--- src/rtl/status_scan_pkg.sv ---
package status_scan_pkg;

    localparam int SLOT_W = 3;
    localparam int FLAG_W = 5;
    localparam int BUS_W  = SLOT_W + FLAG_W;

    typedef enum logic [2:0] {
        ST_LOAD,
        ST_SETUP,
        ST_STROBE,
        ST_HOLD,
        ST_GAP
    } scan_state_e;

    typedef struct packed {
        logic pol;
        logic part;
        logic rcv;
        logic col;
        logic link;
    } flags_t;

endpackage

--- src/rtl/scan_sequencer.sv ---
module scan_sequencer
    import status_scan_pkg::*;
#(
    parameter int GAP_W       = 8,
    parameter int HI_PORTS    = 6,
    parameter bit SKIP_UNUSED = 1'b0
) (
    input  logic              clk,
    input  logic              rst,
    input  logic [GAP_W-1:0]  slot_gap,
    output logic              bank_o,
    output logic [SLOT_W-1:0] slot_o,
    output logic              load_o,
    output logic              strobe_o
);
    localparam logic [SLOT_W-1:0] LO_LAST = '1;
    localparam logic [SLOT_W-1:0] HI_LAST =
        SKIP_UNUSED ? SLOT_W'(HI_PORTS - 1) : '1;

    scan_state_e       state_q, state_d;
    logic [GAP_W-1:0]  cnt_q;
    logic              bank_q;
    logic [SLOT_W-1:0] slot_q;
    logic              gap_done;
    logic              advance;

    assign gap_done = ({1'b0, cnt_q} + 1'b1) >= {1'b0, slot_gap};

    always_comb begin
        state_d = state_q;
        unique case (state_q)
            ST_LOAD:   state_d = ST_SETUP;
            ST_SETUP:  state_d = ST_STROBE;
            ST_STROBE: state_d = ST_HOLD;
            ST_HOLD:   state_d = (slot_gap == '0) ? ST_LOAD : ST_GAP;
            ST_GAP:    state_d = gap_done ? ST_LOAD : ST_GAP;
            default:   state_d = ST_LOAD;
        endcase
    end

    assign advance = (state_q != ST_LOAD) && (state_d == ST_LOAD);

    always_ff @(posedge clk) begin
        if (rst) begin
            state_q <= ST_LOAD;
            cnt_q   <= '0;
            bank_q  <= 1'b0;
            slot_q  <= '0;
        end else begin
            state_q <= state_d;
            cnt_q   <= (state_q == ST_GAP) ? cnt_q + 1'b1 : '0;
            if (advance) begin
                if (!bank_q && slot_q == LO_LAST) begin
                    bank_q <= 1'b1;
                    slot_q <= '0;
                end else if (bank_q && slot_q == HI_LAST) begin
                    bank_q <= 1'b0;
                    slot_q <= '0;
                end else begin
                    slot_q <= slot_q + 1'b1;
                end
            end
        end
    end

    always_comb begin
        load_o   = (state_q == ST_LOAD);
        strobe_o = (state_q == ST_STROBE);
        bank_o   = bank_q;
        slot_o   = slot_q;
    end

    // a bank change always lands on slot 0
    a_r7_bank_turn_at_zero: assert property (@(posedge clk) disable iff (rst)
        !$stable(bank_q) |-> slot_q == '0);

    // with skipping on, the upper bank never points past its last port
    a_r6_skip_range: assert property (@(posedge clk) disable iff (rst)
        (SKIP_UNUSED && bank_q) |-> slot_q < SLOT_W'(HI_PORTS));

    // the gap counter stays below the programmed gap
    a_r9_gap_bound: assert property (@(posedge clk) disable iff (rst)
        state_q == ST_GAP |-> cnt_q < slot_gap);

endmodule

--- src/rtl/slot_flag_mux.sv ---
module slot_flag_mux
    import status_scan_pkg::*;
#(
    parameter int NPORT    = 13,
    parameter int LO_PORTS = 7,
    parameter int AUI_PORT = 0
) (
    input  logic              bank_i,
    input  logic [SLOT_W-1:0] slot_i,
    input  logic [NPORT-1:0]  link,
    input  logic [NPORT-1:0]  col,
    input  logic [NPORT-1:0]  rcv,
    input  logic [NPORT-1:0]  part,
    input  logic [NPORT-1:0]  bad_pol,
    input  logic [NPORT-1:0]  int_xcvr,
    input  logic              col_any,
    input  logic              rcv_any,
    input  logic              jab_any,
    output flags_t            flags_o
);
    localparam int HI_PORTS = NPORT - LO_PORTS;
    localparam int IDX_W    = $clog2(NPORT + 1) + 1;

    flags_t            pflags [NPORT];
    logic [IDX_W-1:0]  idx;
    logic              in_range;

    for (genvar i = 0; i < NPORT; i++) begin : g_port
        localparam bit POL_OK = (i != AUI_PORT);
        assign pflags[i].pol  = bad_pol[i] & int_xcvr[i] & POL_OK;
        assign pflags[i].part = part[i];
        assign pflags[i].rcv  = rcv[i];
        assign pflags[i].col  = col[i];
        assign pflags[i].link = link[i];
    end

    always_comb begin
        if (!bank_i) begin
            idx      = IDX_W'(slot_i) - 1'b1;
            in_range = (slot_i != '0);
        end else begin
            idx      = IDX_W'(LO_PORTS) + IDX_W'(slot_i);
            in_range = (IDX_W'(slot_i) < IDX_W'(HI_PORTS));
        end
    end

    always_comb begin
        flags_o = '0;
        if (!bank_i && slot_i == '0) begin
            flags_o.col  = col_any;
            flags_o.rcv  = rcv_any;
            flags_o.part = jab_any;
        end else if (in_range && idx < IDX_W'(NPORT)) begin
            flags_o = pflags[idx];
        end
    end

endmodule

--- src/rtl/status_scan_top.sv ---
module status_scan_top
    import status_scan_pkg::*;
#(
    parameter int NPORT       = 13,
    parameter int LO_PORTS    = 7,
    parameter int AUI_PORT    = 0,
    parameter int GAP_W       = 8,
    parameter bit SKIP_UNUSED = 1'b0
) (
    input  logic              clk,
    input  logic              rst,
    input  logic [GAP_W-1:0]  slot_gap,
    input  logic [NPORT-1:0]  link,
    input  logic [NPORT-1:0]  col,
    input  logic [NPORT-1:0]  rcv,
    input  logic [NPORT-1:0]  part,
    input  logic [NPORT-1:0]  bad_pol,
    input  logic [NPORT-1:0]  int_xcvr,
    input  logic              col_any,
    input  logic              rcv_any,
    input  logic              jab_any,
    output logic [BUS_W-1:0]  disp_bus,
    output logic [1:0]        strb
);
    localparam int HI_PORTS = NPORT - LO_PORTS;

    logic              bank;
    logic [SLOT_W-1:0] slot;
    logic              load;
    logic              strobe_on;
    flags_t            flags;
    logic              bus_bank_q;
    logic [BUS_W-1:0]  bus_q;

    scan_sequencer #(
        .GAP_W      (GAP_W),
        .HI_PORTS   (HI_PORTS),
        .SKIP_UNUSED(SKIP_UNUSED)
    ) u_seq (
        .clk     (clk),
        .rst     (rst),
        .slot_gap(slot_gap),
        .bank_o  (bank),
        .slot_o  (slot),
        .load_o  (load),
        .strobe_o(strobe_on)
    );

    slot_flag_mux #(
        .NPORT   (NPORT),
        .LO_PORTS(LO_PORTS),
        .AUI_PORT(AUI_PORT)
    ) u_mux (
        .bank_i  (bank),
        .slot_i  (slot),
        .link    (link),
        .col     (col),
        .rcv     (rcv),
        .part    (part),
        .bad_pol (bad_pol),
        .int_xcvr(int_xcvr),
        .col_any (col_any),
        .rcv_any (rcv_any),
        .jab_any (jab_any),
        .flags_o (flags)
    );

    always_ff @(posedge clk) begin
        if (rst) begin
            bus_q      <= '0;
            bus_bank_q <= 1'b0;
        end else if (load) begin
            bus_q      <= {slot, flags};
            bus_bank_q <= bank;
        end
    end

    always_comb begin
        disp_bus = bus_q;
        strb     = '0;
        if (strobe_on) strb[bus_bank_q] = 1'b1;
    end

    // never both strobes together
    a_r8_one_strobe: assert property (@(posedge clk) disable iff (rst)
        $onehot0(strb));

    // bus already settled in the cycle before a strobe
    a_r8_setup: assert property (@(posedge clk) disable iff (rst)
        strb != 2'b00 |-> $stable(disp_bus));

    // single-cycle strobe and bus held one cycle after
    a_r8_hold: assert property (@(posedge clk) disable iff (rst)
        strb != 2'b00 |=> (strb == 2'b00) && $stable(disp_bus));

    // unused upper slots carry no flags
    a_r6_zero_unused: assert property (@(posedge clk) disable iff (rst)
        (strb[1] && disp_bus[7:5] >= SLOT_W'(HI_PORTS)) |-> disp_bus[4:0] == '0);

    // the summary slot has no link or polarity bit
    a_r3_summary_slot: assert property (@(posedge clk) disable iff (rst)
        (strb[0] && disp_bus[7:5] == '0) |-> (disp_bus[4] == 1'b0 && disp_bus[0] == 1'b0));

endmodule

--- config.mk ---
export PLATFORM = sky130hd
export DESIGN_NAME = status_scan_top
export DESIGN_NICKNAME = d
export VERILOG_FILES = /design/src/rtl/status_scan_pkg.sv /design/src/rtl/scan_sequencer.sv /design/src/rtl/slot_flag_mux.sv /design/src/rtl/status_scan_top.sv
export SDC_FILE = /design/constraint.sdc
export NUM_CORES = 1
export LEC_CHECK = 0
export ABC_AREA = 1
export BUFFER_PORTS_ARGS = -buffer_cell sky130_fd_sc_hd__buf_4
export CAP_MARGIN = 40
export CORE_MARGIN = 2
export CORE_UTILIZATION = 46
export CTS_BUF_LIST = sky130_fd_sc_hd__clkbuf_16
export CTS_CLUSTER_DIAMETER = 120
export DETAILED_ROUTE_END_ITERATION = 8
export GPL_TIMING_DRIVEN = 0
export HOLD_SLACK_MARGIN = 0.1
export MAX_ROUTING_LAYER = met4
export PLACE_DENSITY = 0.81
export SLEW_MARGIN = 5
export SYNTH_ARGS = -nofsm -noshare
export SYNTH_HDL_FRONTEND = slang
export SYNTH_SLANG_ARGS = --single-unit
--- constraint.sdc ---
create_clock -name clk -period 2.3 [get_ports clk]
set_input_delay 0.345 -clock clk [delete_from_list [all_inputs] [get_ports clk]]
set_output_delay 0.345 -clock clk [all_outputs]
set_load 0.02 [all_outputs]
# After elaboration in Yosys (flattened, before gate mapping)

Cells that the tools add are included.
W data, S select, Z words.

Magnitude comparators: 6
Equal/unequal tests: 5
Reduce and logical (&&, ||, !) cells: 16
Mux-type cells: 19
Bitwise gates (word level): 14
Add/subtract/negate cells: 5

Operator list:

| operator              | count |
|---|---|
| $bmux W5 S4           | 1 |
| $mux W5               | 4 |
| $mux W3               | 5 |
| $pmux W3 S5           | 1 |
| $and A1 B1 Y1         | 12 |
| $add A8 B1 Y9 const B | 1 |
| $ge A9 B8 Y1          | 1 |
| $logic_not A3 Y1      | 3 |
| $add A8 B1 Y8 const B | 1 |
| $logic_not A8 Y1      | 1 |
| $eq A3 B2 Y1 const B  | 2 |
| $eq A3 B3 Y1 const B  | 2 |
| $ge A6 B5 Y1 const B  | 1 |
| $logic_and A1 B1 Y1   | 6 |
| $mux W1               | 6 |
| $not A5 Y6            | 1 |
| $reduce_bool A3 Y1    | 2 |
| $lt A5 B4 Y1 const B  | 1 |
| $add A3 B3 Y4 const A | 1 |
| $sub A3 B1 Y4 const B | 1 |
| $add A3 B1 Y3 const B | 1 |
| $eq A3 B1 Y1 const B  | 1 |
| $lt A3 B3 Y1 const B  | 1 |
| $lt A1 B2 Y1 const B  | 1 |
| other kinds (8)       | 8 |

Bits of input ports: 91
Logic and storage cells: 71
Output and inout port bits: 10
Register bits after elaboration: 24

# Depth between registers and ports, before layout

Gate-level depths: netlist (run 1).

Word-level depth: 8
Mapped depth: 20
Depth with buffers taken out: 20

# Modules after synthesis

A second synthesis (run 1) with hierarchy kept.

Cell total of the unflattened synthesis: 404
Area total of the unflattened synthesis: 2327.2 µm²

Modules (own cells, without submodules):

| module          | times used | area each (µm²) | cells each |
|---|---|---|---|
| scan_sequencer  | 1          | 970.9           | 140 |
| slot_flag_mux   | 1          | 959.7           | 203 |
| status_scan_top | 1          | 396.6           | 61 |

# Least setup slack after synthesis (run 1)

Ideal clock, no wire load.

Path kind: reg2reg
Start point: register u_seq.cnt_q[0]
End point: register u_seq.slot_q[0], in the netlist u_seq.slot_o[0]
Clock period less this slack: 2.087 ns
Data arrival time: 1.973 ns
Library setup time: 0.114 ns
Slack: 0.213 ns
Stages on the path, launching flop included: 20
Path buffers: 0
Cell sequence: dfxtp_1 ha_1 nand2_2 nor2_4 xor2_1 inv_1 ha_1 nand2_1 nor2_1 nand2_1 nand3_1 nand2_1 nand2_1 nand2_1 nand2_2 nand2_2 inv_2 nand2_4 a21oi_1 nor2_1

Longest elaborated chain between the ends: 6

Ends and longest elaborated chain:

| what                   | RTL line             | text |
|---|---|---|
| from (decl)            | scan_sequencer.sv:21 | `logic [GAP_W-1:0] cnt_q;` |
| from (signal assigned) | scan_sequencer.sv:51 | `cnt_q <= (state_q == ST_GAP) ? cnt_q + 1'b1 : '0;` |
| $add A8 B1 Y9          | scan_sequencer.sv:27 | `assign gap_done = ({1'b0, cnt_q} + 1'b1) >= {1'b0, slot_gap};` |
| $ge A9 B8 Y1           | scan_sequencer.sv:27 |  |
| $mux W3                | scan_sequencer.sv:36 | `ST_GAP: state_d = gap_done ? ST_LOAD : ST_GAP;` |
| $pmux W3 S5            | scan_sequencer.sv:31 | `unique case (state_q)` |
| $logic_not A3 Y1       | scan_sequencer.sv:41 | `assign advance = (state_q != ST_LOAD) && (state_d == ST_LOAD);` |
| $logic_and A1 B1 Y1    | scan_sequencer.sv:41 |  |
| to (signal assigned)   | scan_sequencer.sv:60 | `slot_q <= slot_q + 1'b1;` |
| to (decl)              | scan_sequencer.sv:23 | `logic [SLOT_W-1:0] slot_q;` |

Every way passes these cells.
A chain may end at the register's enable or synchronous reset.

# Worst setup path in the final report (run 1)

Start point: register u_seq.cnt_q[0]
End point: register u_seq.slot_q[2], in the netlist u_seq.slot_o[2]

Same word-level chain as after synthesis.

==> key figures, run 1 <==
Drt
  • Final ANT Viol Nets: 0
  • DR pass1 iterations: 4
  • DRT iter0 DRCs: 145
  • Via Count: 2,487
  • Residual DRC: 0
  • Via/cell ratio: 5.27
  • Avg WL per Cell: 14.2 um
  • Final wirelength: 6720 um

Place
  • Port Buffers: 98
  • RePlAce Congestion: 0.867
  • Dpl hpwl: 5150 um

Clock network
  • Clock Pin Slew Worst Setup and Hold Paths: 60 ps
  • Clock Sinks: 24
  • CTS Root Cell: clkbuf_16
  • CTS tree: built
  • Num CTS Buffers: 3
  • CTS Buffer Depth: 2
  • Clock Latency Late Sink: 260 ps
  • H-Tree Depth: 1

STA
  • Final min period: 2250 ps
  • RSZ-0062 raised after global routing: true
  • Final Skew: 2.95 ps
  • Worst slew pin tran: 419 ps
  • Final slew viol count: 0
  • Endpoints failing setup: 0
  • Fin. Hold Viols: 0
  • Slew margin rel.: 71.9%
  • Setup TNS: 0 ps
  • Fin crit share: 98.0%
  • Achievable Freq: 0.444 GHz

Min path
  • Hold Startpoint: rst
  • Hold depth: 2
  • HP Class: primary input to register
  • Hold Crit Endpoint: u_seq.state_q[2]

Yosys
  • Xor/xnor cell area share of the yosys netlist: 1.30%
  • Yosys top cell by area: dfxtp_1
  • Count leader, synth: nand2_1
  • Synth cell count leaders: nand2_1 (72), nor2_1 (32), inv_1 (31), dfxtp_1 (24), a21oi_1 (20)
  • Unique masters post-synth: 37
  • Post-synth top area share: 23.7%
  • Synthesized cell area: 2030 um^2
  • Synth Area in Compound Gates: 19.1%
  • Async SR Flop Fraction: 0%
  • Main synth FF type: dfxtp_1
  • Synth Register Bits: 24
  • Sequential share of the synthesized area: 23.7%
  • Largest family of logic cells by synthesized area: simple AND/OR/NAND/NOR gates
  • Yosys synthesis warning count: 0
  • Syn Inst Count: 312
  • Syn Nets: 418
  • Post-Synth Simple-Gate Area: 32.5%
  • Synthesized-area fraction occupied by adder cells: 9.26%
  • Number of synthesized flops with an enable pin: 0
  • Avg Synthesized Cell Area: 6.49 um^2
  • Synth top area cells: dfxtp_1 (24%), nand2_1 (13%), ha_1 (9.3%)
  • Multiplexer share of the synthesized area: 0.988%

Pwr
  • Total power: 1650 uW
  • Power Density: 537 nW/um^2
  • Peak supply drop: 0.486 mV
  • Static Leak: 0.00157 uW

Final layout
  • Synthesis-to-layout area growth: 51.5%
  • NumNets Final: 527
  • Diode count: 0
  • Share of cells above drive strength 1: 38.1%

Global route
  • Largest net degree at the start of global routing: 15
  • Gr usage total: 26.8%
  • First-pass GRT wire length: 10,700 um
  • Overflow after GRT: 0
  • Number of global-route vias before repair: 2,395
  • Initial antenna violation count: 0

Job
  • Max-cap viol count: 0

Die
  • Core ar.: 4290 um^2
  • Initial cell density of the core: 47.2%
  • Die ar.: 4950 um^2
  • Die span in x: 70.4 um
  • Die height: 70.4 um
  • I/O pins: 101
  • Cell row count: 24

Setup path
  • Required @ worst endpoint: 2460 ps
  • Crit. End Element: register
  • R2R setup slack: 50 ps
  • Setup crit start kind: register
  • CP cell instances: nand3_2 > nor2_2 > inv_2 > nor2_2 > nand2_2 > xor2_2 > inv_1 > ha_1 > nor4_2 > o21ai_1 > inv_1 > nand2_2 > nand2_2 > inv_2 > nand2_4 > nand2_1 > nand2_1 > nor2_1
  • Crit Path Max Fanout: 4
  • CP top delay family: simple AND/OR/NAND/NOR gates
  • Most frequent CP cell: nand2_2
  • Crit path kind: register to register
  • R2R Path End: u_seq.slot_o[2]
  • Slowest stage delay, CP: 370 ps
  • Slowest-stage cell, CP: dfxtp_2
  • R2R Path Start: u_seq.cnt_q[0]
  • WP buf/inv: 4
  • Reg2reg path depth: 18
  • Worst path arrival time: 2410 ps

Outcome
  • Status: completed
[cells by family after synthesis]
family,Yosys count
flip-flops,24
adder cells (fa/ha/maj),15
multiplexers,2
XOR/XNOR,3
buffers and inverters,54
AO/OA/AOI/OAI,67
AND/OR/NAND/NOR,147
[metrics by stage]
stage	instances	hold slack [ps]	worst slack, ps	instance area [um^2]	util, %
final	472	307	45.5	3070	71.4
after global routing	472	317	-117	3070	71.4
after CTS	466	302	8.36	2940	68.4
after detailed placement	462	459	23.0	2830	65.8
after global placement	462	448	39.4	2830	65.8
after floorplan	312	416	213	2030	-
[sequential cells by signal, indices dropped and copies added, names as in the netlist]
signal	flops
u_seq.bank_o	1
u_seq.state_q	3
u_seq.cnt_q	8
bus_bank_q	1
u_seq.slot_o	3
disp_bus	8
[worst register-to-register path: cells and delay by family, from the launching register on]
family	cells	cell delay, ps
simple gates	11	1010
buf+inv	4	260
compound gates	1	120
fa+ha+maj	1	200
flops	1	370
xor+xnor	1	220
[timing repair]
| action | 4_1_cts | 5_1_grt |
|---|---|---|
| pin swaps | 0 | 16 |
| resized for setup | 2 | 20 |
| setup buffers | 0 | 6 |
| setup endpoints to repair | 4 | 10 |
| endpoints found under the hold margin | 0 | 0 |
| hold buffers | 0 | 0 |
[layout by cell type (no fill, tap or decap), types with 2 or more instances in the layout]
cell type,synthesis,routed
a21oi_1,20,20
a22oi_1,3,3
a31oi_1,6,5
buf_4,2,105
buf_6,4,5
clkbuf_16,0,3
dfxtp_1,24,20
dfxtp_2,0,3
ha_1,15,13
ha_4,0,2
inv_1,31,30
inv_2,12,13
mux2i_1,2,2
nand2_1,72,70
nand2_2,7,7
nand2_4,1,3
nand3_1,19,18
nand3_2,1,2
nand4_1,3,3
nor2_1,32,29
nor2_2,2,5
nor3_1,5,5
o211ai_1,2,2
o21ai_0,13,13
o21ai_1,13,13
o21bai_1,2,2
o221ai_1,6,6
or2_1,2,2
xor2_2,0,2
[report_power, final]
| group | internal, uW | switching [uW] | total (uW) |
|---|---|---|---|
| registers | 446 | 22.3 | 469 |
| logic | 307 | 373 | 680 |
| clock network | 346 | 153 | 499 |
| total | 1100 | 548 | 1650 |
[per-layer routing]
metal  share of wire [%]  track usage [%]  wire, um  up-vias
met3                 6.2             4.04       418       14
met1                  43             34.5      2900     1131
met4                 1.6             6.20       110        0
met5                   0                -         0        -
li1                    -                -         -     1250
met2                  49             44.3      3290       92
[worst max-delay path by stage]
stage / from / cells past startpoint / slack, ps / to
after floorplan: u_seq.cnt_q[0] / 19 / 210 / u_seq.slot_o[0]
final: u_seq.cnt_q[0] / 18 / 50 / u_seq.slot_o[2]
after global routing: u_seq.cnt_q[0] / 18 / -120 / u_seq.slot_o[2]
after detailed placement: u_seq.cnt_q[0] / 19 / 20 / u_seq.slot_o[2]
after global placement: u_seq.cnt_q[0] / 19 / 40 / u_seq.slot_o[2]
after CTS: u_seq.cnt_q[2] / 18 / 8 / u_seq.slot_o[2]
[area by class of cell]
cell class / instances / area [um^2]
multi-input combinational: 234 / 1360
fill: 358 / 1230
timing repair buffer: 104 / 781
sequential: 24 / 488
inverter: 44 / 170
buffer: 10 / 100
clock buffer: 3 / 75.1
tap: 52 / 65.1
clock inverter: 1 / 30.0
No activity file was read; power rests on OpenSTA's default activity.
==> run 2, diff against run 1 <==
- ABC_AREA: 1 -> unset
- PLACE_DENSITY: 0.81 -> 0.82
==> run 2 against run 1 <==
Effect of this change:
- the flow now finishes with violations (setup timing)
- non-clock buffer count grew 11
- count of clock-buffer cells in the layout did not move
- worst setup slack worse by 180 ps
- register-to-register slack worse by 180 ps
- critical path type unchanged
- highest routed layer unchanged
==> key figures, run 2 <==
Outcome
  • Status: complete, but fails checks (was completed)
  • Failing checks: setup timing

Final layout
  • Finished Layout Cells: 381 (was 472)
  • Post-route cell area: 3160 um^2 (was 3070 um^2)
  • Synthesis-to-layout area growth: 62.8% (was 51.5%)
  • Share of cells above drive strength 1: 51.7% (was 38.1%)
  • Diode count: 0 (unchanged)
  • Final core utilization: 78.4% (was 71.4%)
  • Most frequent cells in the layout: buf_4 (112), nand2_1 (23), dfxtp_1 (18) (was buf_4 (105), nand2_1 (70), inv_1 (30))
  • Fill cells: 264 (was 358)
  • NumNets Final: 438 (was 527)
  • Most common cell after layout, fill and taps aside: buf_4 (unchanged)

Min path
  • Hold depth: 3 (was 2)
  • Hold Crit Endpoint: disp_bus[1] (was u_seq.state_q[2])
  • Hold Startpoint: col_any (was rst)
  • HP Class: primary input to register (unchanged)

Die
  • Core ar.: 4030 um^2 (was 4290 um^2)
  • Initial cell density of the core: 48.2% (was 47.2%)
  • Die ar.: 4750 um^2 (was 4950 um^2)
  • Die height: 69.0 um (was 70.4 um)
  • Cell row count: 23 (was 24)
  • I/O pins: 101 (unchanged)
  • Die span in x: 69.0 um (was 70.4 um)

Setup path
  • Slowest stage delay, CP: 420 ps (was 370 ps)
  • Crit. End Element: register (unchanged)
  • Setup crit start kind: register (unchanged)
  • WP buf/inv: 0 (was 4)
  • Worst path arrival time: 2580 ps (was 2410 ps)
  • Crit path kind: register to register (unchanged)
  • R2R setup slack: -140 ps (was 50 ps)
  • Required @ worst endpoint: 2450 ps (was 2460 ps)
  • R2R Path End: u_seq.bank_o (was u_seq.slot_o[2])
  • R2R Path Start: u_seq.cnt_q[0] (unchanged)
  • CP top delay family: compound AO/OA/AOI/OAI gates (was simple AND/OR/NAND/NOR gates)
  • Most frequent CP cell: ha_4 (was nand2_2)
  • CP cell instances: ha_4 > nand3_1 > xnor2_2 > ha_4 > a21oi_2 > o21ai_2 > a221oi_4 > nor3b_2 > mux2_2 (was nand3_2 > nor2_2 > inv_2 > nor2_2 > nand2_2 > xor2_2 > inv_1 > ha_1 > nor4_2 > o21ai_1 > inv_1 > nand2_2 > nand2_2 > inv_2 > nand2_4 > nand2_1 > nand2_1 > nor2_1)
  • Slowest-stage cell, CP: a221oi_4 (was dfxtp_2)
  • Crit Path Max Fanout: 8 (was 4)
  • Reg2reg path depth: 9 (was 18)

Pwr
  • Int Pwr: 880 uW (was 1100 uW)
  • Power Density: 382 nW/um^2 (was 537 nW/um^2)
  • Net Sw Frac: 27.1% (was 33.3%)
  • Seq pwr share: 35.9% (was 28.4%)
  • Combinational Power Share: 32.3% (was 41.3%)
  • Peak supply drop: 0.309 mV (was 0.486 mV)
  • Static Leak: 0.00139 uW (was 0.00157 uW)
  • P_sw: 328 uW (was 548 uW)
  • Clock share of power: 31.8% (was 30.3%)

Yosys
  • Synth top area cells: dfxtp_1 (25%), mux4_2 (16%), ha_1 (9.7%) (was dfxtp_1 (24%), nand2_1 (13%), ha_1 (9.3%))
  • Number of synthesized flops with an enable pin: 0 (unchanged)
  • Avg Synthesized Cell Area: 8.98 um^2 (was 6.49 um^2)
  • Post-synth top area share: 24.8% (was 23.7%)
  • Async SR Flop Fraction: 0% (unchanged)
  • Sequential share of the synthesized area: 24.8% (was 23.7%)
  • Synth Register Bits: 24 (unchanged)
  • Main synth FF type: dfxtp_1 (unchanged)
  • Unique masters post-synth: 44 (was 37)
  • Yosys synthesis warning count: 0 (unchanged)
  • Syn Inst Count: 216 (was 312)
  • Yosys top cell by area: dfxtp_1 (unchanged)
  • Count leader, synth: nand2_1 (unchanged)
  • Synth cell count leaders: nand2_1 (26), dfxtp_1 (24), a21oi_1 (18), ha_1 (15), mux4_2 (14) (was nand2_1 (72), nor2_1 (32), inv_1 (31), dfxtp_1 (24), a21oi_1 (20))
  • Syn Nets: 322 (was 418)
  • Synthesized cell area: 1940 um^2 (was 2030 um^2)

Place
  • Dpl cells: 364 (was 462)
  • RePlAce Congestion: 0.786 (was 0.867)
  • Dpl hpwl: 4460 um (was 5150 um)
  • Post-DP Area: 2750 um^2 (was 2830 um^2)
  • Port Buffers: 98 (unchanged)

Clock network
  • Clock Pin Slew Worst Setup and Hold Paths: 60 ps (about the same)
  • H-Tree Depth: 1 (unchanged)
  • CTS Root Cell: clkbuf_16 (unchanged)
  • Num CTS Buffers: 3 (unchanged)
  • Clock Latency Late Sink: 260 ps (about the same)
  • Clock Sinks: 24 (unchanged)
  • CTS Buffer Depth: 2 (unchanged)
  • CTS tree: built (unchanged)

Global route
  • Overflow after GRT: 0 (unchanged)
  • Gr usage total: 28.1% (was 26.8%)
  • First-pass GRT wire length: 9690 um (was 10,700 um)
  • Largest net degree at the start of global routing: 14 (was 15)
  • Number of global-route vias before repair: 2,199 (was 2,395)
  • Initial antenna violation count: 0 (unchanged)

Job
  • Max-cap viol count: 0 (unchanged)

STA
  • Setup TNS: -393 ps (was 0 ps)
  • Hold Worst Slack: 427 ps (was 307 ps)
  • Fin crit share: 106% (was 98.0%)
  • Final slew viol count: 0 (unchanged)
  • Worst slew pin tran: 701 ps (was 419 ps)
  • Final Skew: 3.76 ps (was 2.95 ps)
  • Endpoints failing setup: 4 (was 0)
  • Final min period: 2440 ps (was 2250 ps)
  • Fin. Hold Viols: 0 (unchanged)
  • RSZ-0062 raised after global routing: true (unchanged)
  • Achievable Freq: 0.411 GHz (was 0.444 GHz)
  • Slew margin rel.: 52.9% (was 71.9%)
  • Final WS setup: -136 ps (was 45.5 ps)

Drt
  • DRT iter0 DRCs: 207 (was 145)
  • Residual DRC: 0 (unchanged)
  • Avg WL per Cell: 17.5 um (was 14.2 um)
  • Final ANT Viol Nets: 0 (unchanged)
  • DR pass1 iterations: 4 (unchanged)
  • Final wirelength: 6680 um (was 6720 um)
  • Via/cell ratio: 5.76 (was 5.27)
  • Via Count: 2,196 (was 2,487)
run 2: changes by cell type in the layout (fill, tap and decap cells not counted), moves of 8 or more:
cell | before | now
nand2_1 | 70 | 23
inv_1 | 30 | 12
nor2_1 | 29 | 11
mux4_2 | 0 | 14
inv_2 | 13 | 1
o21ai_1 | 13 | 2
nand3_1 | 18 | 10
o21ai_0 | 13 | 5
run 2: kinds of logic after synthesis:
logic type      after synthesis  synth area share (%)
buf+inv                      27                  6.38
simple gates                 85                  22.8
flops                        24                  24.8
compound gates               40                  12.8
fa+ha+maj                    15                  9.67
mux                          16                  18.2
xor+xnor                      9                  5.42
run 2: layout make-up:
type                            instances  area [um^2]  area share [%]
Tap cell                               50         62.6            1.98
Inverter                               13         48.8            1.54
Clock inverter                          1         3.75           0.119
Multi-Input combinational cell        165         1530            48.3
Clock buffer                            3         75.1            2.38
Buffer                                 14          113            3.56
Timing Repair Buffer                  111          833            26.4
Sequential cell                        24          498            15.8
run 2: how the worst max path moves through the flow:
stage | to | slack (ps) | startpoint | cells past startpoint
after floorplan | disp_bus[1] | 20 | u_seq.slot_o[0] | 10
after global routing | u_seq.slot_o[1] | -260 | u_seq.cnt_q[0] | 9
after detailed placement | u_seq.bank_o | -300 | u_seq.cnt_q[2] | 10
after global placement | u_seq.bank_o | -290 | u_seq.cnt_q[2] | 10
final | u_seq.bank_o | -140 | u_seq.cnt_q[0] | 9
after CTS | u_seq.bank_o | -40 | u_seq.cnt_q[1] | 10
run 2: power by group through the flow:
stage / combinational, uW / clock [uW] / sequential (uW)
finish: 390 / 384 / 433
global route: 423 / 392 / 435
detailed placement: 349 / 0 / 446
floorplan: 174 / 0 / 455
global placement: 341 / 0 / 446
CTS: 370 / 382 / 434
run 2: metrics by stage:
| step | setup WS, ps | total power [uW] |
|---|---|---|
| CTS | -43.4 | 1190 |
| global route | -264 | 1250 |
| detailed placement | -303 | 795 |
| floorplan | 16.5 | 629 |
| global placement | -292 | 787 |
| finish | -136 | 1210 |
run 2: per-layer routing:
metal  track usage, %  vias to the layer above  part of all wire, %
li1                 -                     1022                    -
met1             32.2                     1046                   38
met2             50.8                      109                   53
met3             2.60                       19                  5.2
met4             9.80                        0                  3.3
met5                -                        -                    0
run 2: worst register-to-register path, cell delays in order (launching register included):
cell      delay (ps)
dfxtp_4          380
ha_4             180
nand3_1          150
xnor2_2          260
ha_4             260
a21oi_2          180
o21ai_2          100
a221oi_4         430
nor3b_2          110
mux2_2           300
run 2: what timing repair did:
action | in CTS | in global routing
hold buffers | 0 | 0
gates resized for setup | 32 | 21
pin swaps | 18 | 15
cloned | 0 | 1
setup endpoints to repair | 10 | 9
hold endpoints to repair | 0 | 0
buffers inserted | 11 | 1
==> run 3, diff against run 2 <==
- ABC_CLOCK_PERIOD_IN_PS: unset -> 2300
- CORE_ASPECT_RATIO: unset -> 1.5
- SLEW_MARGIN: 5 -> 10
==> run 3 against run 2 <==
Effect of this change:
- the run still ends with setup timing left
- sequential cell count unchanged
- global-route usage decreased by 1.7 points
- final area increased by 3.4%
- sequential power about the same
- clock skew decreased by 1.5 ps
- core utilization increased by 3.4 points
- hold slack got worse by 11 ps
- die area increased by 0.23%
- maximum frequency increased by 2.0%
- sequential share of layout area decreased by 0.51 points
- final cell count decreased by 0.52%
- via count increased by 0.64%
- critical endpoint is now u_seq.slot_o[0]
- largest cell class unchanged
==> key figures, run 3 (synthesis gave the netlist of run 2 again) <==
Final layout
  • Share of cells above drive strength 1: 54.8% (was 51.7%)
  • Multi-input logic area: 1590 um^2 (was 1530 um^2)
  • Final core utilization: 81.8% (was 78.4%)
  • Fill cells: 268 (was 264)
  • Diode count: 0 (unchanged)
  • Most frequent cells in the layout: buf_4 (114), nand2_1 (23), dfxtp_1 (18) (was buf_4 (112), nand2_1 (23), dfxtp_1 (18))
  • Synthesis-to-layout area growth: 68.3% (was 62.8%)
  • Most common cell after layout, fill and taps aside: buf_4 (unchanged)
  • Post-route cell area: 3270 um^2 (was 3160 um^2)
  • Register area: 498 um^2 (unchanged)
  • NumNets Final: 441 (was 438)

Pwr
  • Power Density: 411 nW/um^2 (was 382 nW/um^2)
  • Net Sw Frac: 25.7% (was 27.1%)
  • Static Leak: 0.00143 uW (was 0.00139 uW)
  • Seq pwr share: 32.3% (was 35.9%)
  • Total power: 1340 uW (was 1210 uW)
  • Clock share of power: 38.1% (was 31.8%)
  • Peak supply drop: 0.786 mV (was 0.309 mV)
  • Combinational Power Share: 29.6% (was 32.3%)
  • Int Pwr: 997 uW (was 880 uW)
  • P_sw: 344 uW (was 328 uW)

Die
  • Cell row count: 28 (was 23)
  • Core ar.: 3990 um^2 (was 4030 um^2)
  • Die height: 83.6 um (was 69.0 um)
  • Initial cell density of the core: 48.6% (was 48.2%)
  • Die ar.: 4760 um^2 (was 4750 um^2)
  • Die span in x: 57.0 um (was 69.0 um)
  • I/O pins: 101 (unchanged)

Global route
  • Gr usage total: 26.3% (was 28.1%)
  • First-pass GRT wire length: 9860 um (was 9690 um)
  • Overflow after GRT: 0 (unchanged)
  • Largest net degree at the start of global routing: 15 (was 14)
  • Number of global-route vias before repair: 2,295 (was 2,199)
  • Initial antenna violation count: 0 (unchanged)

STA
  • Worst slew pin tran: 879 ps (was 701 ps)
  • Fin. Hold Viols: 0 (unchanged)
  • Endpoints failing setup: 5 (was 4)
  • Final Skew: 2.23 ps (was 3.76 ps)
  • RSZ-0062 raised after global routing: true (unchanged)
  • Achievable Freq: 0.419 GHz (was 0.411 GHz)
  • Final slew viol count: 0 (unchanged)
  • Fin crit share: 104% (was 106%)
  • Final WS setup: -88.2 ps (was -136 ps)
  • Setup TNS: -214 ps (was -393 ps)
  • Slew margin rel.: 40.6% (was 52.9%)
  • Final min period: 2390 ps (was 2440 ps)

Setup path
  • Setup crit start kind: register (unchanged)
  • Worst path arrival time: 2570 ps (was 2580 ps)
  • Required @ worst endpoint: 2490 ps (was 2450 ps)
  • Crit path kind: register to register (unchanged)
  • Crit Path Max Fanout: 6 (was 8)
  • Crit. End Element: register (unchanged)

Clock network
  • Clock Latency Late Sink: 260 ps (about the same)
  • Clock Sinks: 24 (unchanged)
  • Num CTS Buffers: 3 (unchanged)
  • CTS Root Cell: clkbuf_16 (unchanged)
  • CTS hold repair buffers: 0 (unchanged)
  • H-Tree Depth: 1 (unchanged)
  • Clock Pin Slew Worst Setup and Hold Paths: 70 ps (was 60 ps)
  • CTS tree: built (unchanged)
  • CTS Buffer Depth: 2 (unchanged)

Drt
  • Final wirelength: 6890 um (was 6680 um)
  • DRT iter0 DRCs: 98 (was 207)
  • DR pass1 iterations: 4 (unchanged)
  • Final ANT Viol Nets: 0 (unchanged)
  • Via/cell ratio: 5.83 (was 5.76)
  • Residual DRC: 0 (unchanged)
  • Via Count: 2,210 (was 2,196)
  • Avg WL per Cell: 18.2 um (was 17.5 um)

Outcome
  • Status: complete, but fails checks (unchanged)
  • Failing checks: setup timing (unchanged)

Min path
  • HP Class: primary input to register (unchanged)

Place
  • RePlAce Congestion: 0.832 (was 0.786)
  • Post-DP Area: 2740 um^2 (was 2750 um^2)
  • Port Buffers: 98 (unchanged)
  • Dpl hpwl: 4530 um (was 4460 um)
  • Worst setup slack after placement: -345 ps (was -303 ps)

Job
  • Max-cap viol count: 0 (unchanged)
==> run 3: path summary, 6_finish.rpt <==
kind	from	end	slack, ps	cells after the start
setup / recovery	u_seq.cnt_q[0]	u_seq.slot_o[0]	-90	10
hold / removal	jab_any	disp_bus[3]	420	3
setup reg to reg	u_seq.cnt_q[0]	u_seq.slot_o[0]	-90	10
hold reg to reg	disp_bus[5]	disp_bus[5]	460	2
==> run 3: per-layer routing <==
layer | GRT usage, % | vias to the layer above | share of wire [%]
met5 | - | - | 0
met4 | 9.09 | 0 | 3.2
met3 | 1.86 | 18 | 4.9
met2 | 49.5 | 116 | 57
met1 | 28.0 | 1046 | 35
li1 | - | 1030 | -
==> run 3: area by class of cell <==
type | count | share of cell area, %
clock inverter | 1 | 0.920
clock buffer | 3 | 2.30
tap | 45 | 1.72
sequential | 24 | 15.2
inverter | 13 | 1.49
multi-input combinational | 165 | 48.5
timing repair buffer | 114 | 26.3
buffer | 14 | 3.45
==> run 3: stage by stage <==
step / hold slack [ps] / std cells
detailed placement: 455 / 359
global placement: 448 / 359
global route: 462 / 379
CTS: 418 / 373
floorplan: 433 / 216
finish: 416 / 379
==> run 3: worst max-delay path, stage by stage, from the launching register on <==
cell and delay (ps):
dfxtp_4 380, nand3_4 80, nor2_4 120, and3_4 230, xor2_4 80, ha_4 280
nand2_2 60, nor3_4 210, a221oi_4 130, or4_4 580, a21oi_4 150
==> run 3: what timing repair did <==
item,CTS,global route
pin swaps,14,19
setup buffers,10,8
resized for setup,29,39
cloned,0,1
setup endpoints to repair,10,10
==> run 3: power groups by stage <==
| stage | combinational [uW] | sequential, uW | clock, uW |
|---|---|---|---|
| detailed placement | 348 | 446 | 0 |
| global placement | 341 | 446 | 0 |
| global route | 430 | 435 | 521 |
| floorplan | 174 | 455 | 0 |
| CTS | 366 | 434 | 500 |
| finish | 396 | 434 | 511 |
